===== src/rtl/fwd_ctl_pkg.sv =====
package fwd_ctl_pkg;

    typedef enum logic [1:0] {
        SEL_RF   = 2'b00,
        SEL_EXM  = 2'b01,
        SEL_MWB  = 2'b10
    } fwd_sel_e;

    typedef enum logic {
        ST_FLOW   = 1'b0,
        ST_BUBBLE = 1'b1
    } slot_state_e;

endpackage


===== src/rtl/fwd_ctl_slots.sv =====
module fwd_ctl_slots #(
    parameter int unsigned REG_AW = 5
) (
    input  logic              clk,
    input  logic              rst_n,
    input  logic              inject,
    input  logic [REG_AW-1:0] dec_src_a,
    input  logic [REG_AW-1:0] dec_src_b,
    input  logic [REG_AW-1:0] dec_dst,
    input  logic              dec_reg_wr,
    input  logic              dec_mem_rd,
    output logic [REG_AW-1:0] ex_src_a,
    output logic [REG_AW-1:0] ex_src_b,
    output logic [REG_AW-1:0] ex_dst,
    output logic              ex_reg_wr,
    output logic              ex_mem_rd,
    output logic [REG_AW-1:0] exm_dst,
    output logic              exm_reg_wr,
    output logic [REG_AW-1:0] mwb_dst,
    output logic              mwb_reg_wr
);

    always_ff @(posedge clk or negedge rst_n) begin
        if (!rst_n) begin
            ex_src_a   <= '0;
            ex_src_b   <= '0;
            ex_dst     <= '0;
            ex_reg_wr  <= 1'b0;
            ex_mem_rd  <= 1'b0;
            exm_dst    <= '0;
            exm_reg_wr <= 1'b0;
            mwb_dst    <= '0;
            mwb_reg_wr <= 1'b0;
        end else begin
            if (inject) begin
                ex_src_a  <= '0;
                ex_src_b  <= '0;
                ex_dst    <= '0;
                ex_reg_wr <= 1'b0;
                ex_mem_rd <= 1'b0;
            end else begin
                ex_src_a  <= dec_src_a;
                ex_src_b  <= dec_src_b;
                ex_dst    <= dec_dst;
                ex_reg_wr <= dec_reg_wr;
                ex_mem_rd <= dec_mem_rd;
            end
            exm_dst    <= ex_dst;
            exm_reg_wr <= ex_reg_wr;
            mwb_dst    <= exm_dst;
            mwb_reg_wr <= exm_reg_wr;
        end
    end

endmodule


===== src/rtl/fwd_ctl_bypass.sv =====
module fwd_ctl_bypass
    import fwd_ctl_pkg::*;
#(
    parameter int unsigned REG_AW = 5
) (
    input  logic [REG_AW-1:0] src,
    input  logic [REG_AW-1:0] exm_dst,
    input  logic              exm_reg_wr,
    input  logic [REG_AW-1:0] mwb_dst,
    input  logic              mwb_reg_wr,
    output fwd_sel_e          sel
);

    logic src_live;
    logic hit_exm;
    logic hit_mwb;

    assign src_live = (src != '0);
    assign hit_exm  = src_live && exm_reg_wr && (exm_dst == src);
    assign hit_mwb  = src_live && mwb_reg_wr && (mwb_dst == src);

    always_comb begin
        if (hit_exm)      sel = SEL_EXM;
        else if (hit_mwb) sel = SEL_MWB;
        else              sel = SEL_RF;
    end

endmodule


===== src/rtl/fwd_ctl_loaduse.sv =====
module fwd_ctl_loaduse #(
    parameter int unsigned REG_AW = 5
) (
    input  logic [REG_AW-1:0] ex_dst,
    input  logic              ex_reg_wr,
    input  logic              ex_mem_rd,
    input  logic [REG_AW-1:0] dec_src_a,
    input  logic [REG_AW-1:0] dec_src_b,
    output logic              hit
);

    logic load_live;

    assign load_live = ex_mem_rd && ex_reg_wr && (ex_dst != '0);
    assign hit = load_live && ((ex_dst == dec_src_a) || (ex_dst == dec_src_b));

endmodule


===== src/rtl/fwd_ctl_top.sv =====
module fwd_ctl_top
    import fwd_ctl_pkg::*;
#(
    parameter int unsigned REG_AW = 5
) (
    input  logic              clk,
    input  logic              rst_n,
    input  logic [REG_AW-1:0] dec_src_a,
    input  logic [REG_AW-1:0] dec_src_b,
    input  logic [REG_AW-1:0] dec_dst,
    input  logic              dec_reg_wr,
    input  logic              dec_mem_rd,
    output logic [1:0]        fwd_sel_a,
    output logic [1:0]        fwd_sel_b,
    output logic              stall_pc,
    output logic              stall_ifid,
    output logic              bubble_idex
);

    localparam int unsigned NUM_SRC = 2;

    slot_state_e state_q, state_d;
    logic        lu_hit;
    logic        inject;

    logic [REG_AW-1:0] ex_src_a, ex_src_b, ex_dst, exm_dst, mwb_dst;
    logic              ex_reg_wr, ex_mem_rd, exm_reg_wr, mwb_reg_wr;
    logic [REG_AW-1:0] ex_src [NUM_SRC];
    fwd_sel_e          sel    [NUM_SRC];

    fwd_ctl_slots #(.REG_AW(REG_AW)) u_slots (
        .clk        (clk),
        .rst_n      (rst_n),
        .inject     (inject),
        .dec_src_a  (dec_src_a),
        .dec_src_b  (dec_src_b),
        .dec_dst    (dec_dst),
        .dec_reg_wr (dec_reg_wr),
        .dec_mem_rd (dec_mem_rd),
        .ex_src_a   (ex_src_a),
        .ex_src_b   (ex_src_b),
        .ex_dst     (ex_dst),
        .ex_reg_wr  (ex_reg_wr),
        .ex_mem_rd  (ex_mem_rd),
        .exm_dst    (exm_dst),
        .exm_reg_wr (exm_reg_wr),
        .mwb_dst    (mwb_dst),
        .mwb_reg_wr (mwb_reg_wr)
    );

    fwd_ctl_loaduse #(.REG_AW(REG_AW)) u_lu (
        .ex_dst    (ex_dst),
        .ex_reg_wr (ex_reg_wr),
        .ex_mem_rd (ex_mem_rd),
        .dec_src_a (dec_src_a),
        .dec_src_b (dec_src_b),
        .hit       (lu_hit)
    );

    assign ex_src[0] = ex_src_a;
    assign ex_src[1] = ex_src_b;

    for (genvar g = 0; g < NUM_SRC; g++) begin : g_opnd
        fwd_ctl_bypass #(.REG_AW(REG_AW)) u_byp (
            .src        (ex_src[g]),
            .exm_dst    (exm_dst),
            .exm_reg_wr (exm_reg_wr),
            .mwb_dst    (mwb_dst),
            .mwb_reg_wr (mwb_reg_wr),
            .sel        (sel[g])
        );
    end

    assign fwd_sel_a = sel[0];
    assign fwd_sel_b = sel[1];

    // State register: FLOW = real instruction in execute, BUBBLE = injected slot.
    always_ff @(posedge clk or negedge rst_n) begin
        if (!rst_n) state_q <= ST_FLOW;
        else        state_q <= state_d;
    end

    // Next state and hazard outputs.
    always_comb begin
        state_d     = ST_FLOW;
        inject      = 1'b0;
        unique case (state_q)
            ST_FLOW: begin
                if (lu_hit) begin
                    inject  = 1'b1;
                    state_d = ST_BUBBLE;
                end
            end
            ST_BUBBLE: begin
                inject  = 1'b0;
                state_d = ST_FLOW;
            end
            default: state_d = ST_FLOW;
        endcase
        stall_pc    = inject;
        stall_ifid  = inject;
        bubble_idex = inject;
    end

endmodule


===== config.mk =====
export PLATFORM = sky130hd
export DESIGN_NAME = fwd_ctl_top
export DESIGN_NICKNAME = d
export VERILOG_FILES = /design/src/rtl/fwd_ctl_pkg.sv /design/src/rtl/fwd_ctl_slots.sv /design/src/rtl/fwd_ctl_bypass.sv /design/src/rtl/fwd_ctl_loaduse.sv /design/src/rtl/fwd_ctl_top.sv
export SDC_FILE = /design/constraint.sdc
export NUM_CORES = 1
export LEC_CHECK = 0
export BUFFER_PORTS_ARGS = -buffer_cell sky130_fd_sc_hd__buf_2
export CORE_MARGIN = 1.5
export CORE_UTILIZATION = 25
export CTS_CLUSTER_DIAMETER = 30
export DETAILED_ROUTE_END_ITERATION = 10
export HOLD_SLACK_MARGIN = 0.08
export SYNTH_ARGS = -nofsm -noshare
export SYNTH_HDL_FRONTEND = slang
export SYNTH_SLANG_ARGS = --single-unit

===== constraint.sdc =====
create_clock -name clk -period 1.9 [get_ports clk]
set_clock_uncertainty 0.15 [all_clocks]
set_input_delay 0.285 -clock clk [delete_from_list [all_inputs] [get_ports clk]]
set_output_delay 0.285 -clock clk [all_outputs]
set_load 0.01 [all_outputs]

==> impl_results.md <==
* Status: complete, but fails checks
* Failing checks: setup timing
* Synth area leaders: dfrtp_1 (55%), xnor2_1 (17%), a21boi_0 (8.8%)
* Core area at 5170 sq um
* Clock slew at reported path FFs at 60 ps
* Die span in x at 76.8 microns
* CP Capture Type: output pin
* Worst Setup Path Type: flip-flop to output pin
* Crit path largest cell delay at 550 ps
* Final Hold Viols at 0
* Peak supply drop at 0.280 mV
* CTS tree: yes
* Drt pass-1 iters at 2
* Final Max Slew Viols at 0
* First-pass GRT wire length at 4950 microns
* Cts bufs inserted at 5
* PwrDens at 763 nW/um^2
* Final HPWL DP at 2180 microns
* Avg Inst Size Synth at 12.7 sq um
* Synth unique cells at 19
* Net Count, Synth at 126
* Hold Crit Class: primary input to flip-flop
* Power Total at 1400 uW
* Crit path DAT at 1780 ps
* Critical Path Most Common Cell: nor4_2
* FMAX at 0.451 GHz
* Ys Warns at 0
* Total gr overflow at 0
* Worst Path Max Fanout at 2
* Avg WL per Cell at 13.0 microns
* Initial antenna violation count at 0
* Largest net degree at the start of global routing at 31
* Startpoint types: flip-flop
* Die Ht at 76.8 microns
* Clock Latency Late Sink at 280 ps
* RSZ-0062 raised after global routing: yes
* Final Setup Violations at 4
* Leakage power at 0.000772 uW
* FILL cells at 527
* DP Area at 1630 sq um
* Vias in the first global route at 1017
* Sum Neg Setup Slack at -832 ps
* N_diodes at 0
* Crit path max-delay cell type: or4_4
* Detail Route Antenna Nets at 0
* Initial Util at 26.3%
* CP Cell Sequence: or4_4 -> nor2_4 -> nor4_2 -> nor4_2 -> buf_2
* Ports at 26
* Rel. slew slack at 56.8%
* Vias per Instance at 4.24
* Syn Std Cell Area at 1360 sq um
* GRT Total Usage at 10.9%
* Max-Cap Viols at 0
* Yosys top cell area share at 55.1%
* DRT Wirelength at 2870 microns
* Clk root buf: clkbuf_8
* Non-filler cells, final at 220
* GPL Wtd Cong at 0.776
* Synth area leader: dfrtp_1
* DRC Markers at 0
* IO Port Bufs at 25
* Row cnt at 26
* Die footprint at 5900 sq um
* Worst slew pin tran at 648 ps
* Clock Path Buffers at 2
* Sequential share of the synthesized area at 55.1%
* Ratio of cells with drive above 1 in the final layout at 42.7%
* Period minus WS final at 2220 ps
* Post-synthesis register bit count at 30
* Iter 0 DRT Violations at 27
* Syn-to-layout area delta at 34.3%
* DR vias at 932
* WP buf/inv at 1
* Delay-heaviest family, CP: simple AND/OR/NAND/NOR gates
* H-tree lvl count at 2
* Num Clock Sinks at 30
* Fin area at 1830 sq um
* Worst Setup Slack, final at -318 ps
* Required @ worst endpoint at 1460 ps
* Placed Instances at 208
* Final Cycle Share at 117%
* Final-stage net count at 169
* Hold slack at 98.1 ps
* Cell count after synthesis at 107
-- sequential cells by signal, summed over array words and instances, names as in the netlist --
| register | flops |
|---|---|
| u_slots.mwb_dst | 5 |
| u_slots.ex_dst | 5 |
| u_slots.ex_src_a | 5 |
| u_slots.exm_reg_wr | 1 |
| u_slots.ex_mem_rd | 1 |
| u_slots.mwb_reg_wr | 1 |
| u_slots.ex_src_b | 5 |
| u_slots.ex_reg_wr | 1 |
| state_q | 1 |
| u_slots.exm_dst | 5 |
-- repair_timing --
action	4_1_cts	5_1_grt
endpoints found under the setup margin	7	7
hold endpoints to repair	30	0
pin swaps	4	5
setup buffers	4	2
hold buffers	1	0
gates resized for setup	10	5
-- cells in the mapped netlist --
master     n
dfrtp_1   30
xnor2_1   26
a21boi_0  16
nand2_1    5
buf_4      4
nand4_1    4
nor4_2     4
xor2_1     4
nand3_1    2
nor2_4     2
or4_4      2
a211oi_2   1
a21boi_1   1
and2_1     1
buf_2      1
clkbuf_1   1
nor2_1     1
nor3_1     1
o22ai_1    1
-- per-stage QoR --
step | setup slack (ps) | utilization, %
floorplan | 15.1 | -
global placement | 23.8 | 31.4
detailed placement | -37.1 | 31.4
CTS | -332 | 34.8
global route | -396 | 35.4
finish | -318 | 35.4
-- report_power, final --
group          internal (uW)  switching [uW]  total (uW)
combinational            115            94.5         210
clock                    251             218         470
sequential               677            40.0         717
-- logic make-up after synthesis --
logic type	count (synthesis)	synth area share, %
flip-flops	30	55.1
XOR/XNOR	30	19.3
AND/OR/NAND/NOR	22	12.0
buffers and inverters	6	2.85
AO/OA/AOI/OAI	19	10.7
-- final timing paths --
kind                                     start             endpoint  cells after the start  slack [ps]
max in group asynchronous                rst_n    u_slots.ex_dst[1]                      2         720
max reg2reg                  u_slots.ex_dst[4]  u_slots.ex_src_a[1]                      5         390
min reg2reg                  u_slots.ex_reg_wr   u_slots.exm_reg_wr                      0         240
min                                 dec_dst[3]    u_slots.ex_dst[3]                      2         100
max                        u_slots.ex_src_b[0]         fwd_sel_b[1]                      5        -320
min in group asynchronous                rst_n   u_slots.mwb_dst[0]                      2         420
-- metal layers --
metal,vias to the layer above,track usage (%),wire length (microns)
met3,10,4.29,170
met5,-,0,0
li1,446,-,-
met1,445,12.8,1230
met4,0,4.44,80
met2,31,17.6,1390
-- cell type report --
class | count | area, sq um | share of cell area, %
sequential | 30 | 752 | 41.1
multi-input combinational | 71 | 627 | 34.2
timing repair buffer | 42 | 288 | 15.7
tap | 70 | 87.6 | 4.78
clock buffer | 7 | 76.3 | 4.17
-- cells in the final DEF, fill, tap and decap left out --
master	count
or4_4	2
xnor2_2	5
clkbuf_8	5
xor2_2	1
and2_4	1
xor2_1	3
nand2_1	5
nand4_1	4
xnor2_1	21
buf_2	21
dfrtp_2	1
a21boi_0	16
nor2_4	2
nand3_1	2
clkbuf_1	2
buf_4	14
o22ai_2	1
nor4_2	4
a21boi_1	1
a211oi_2	1
nor2_1	1
nor3_1	1
dfrtp_1	29
dlygate4sd3_1	1
buf_6	6
Note: power is estimated with default switching activity, not from simulation.
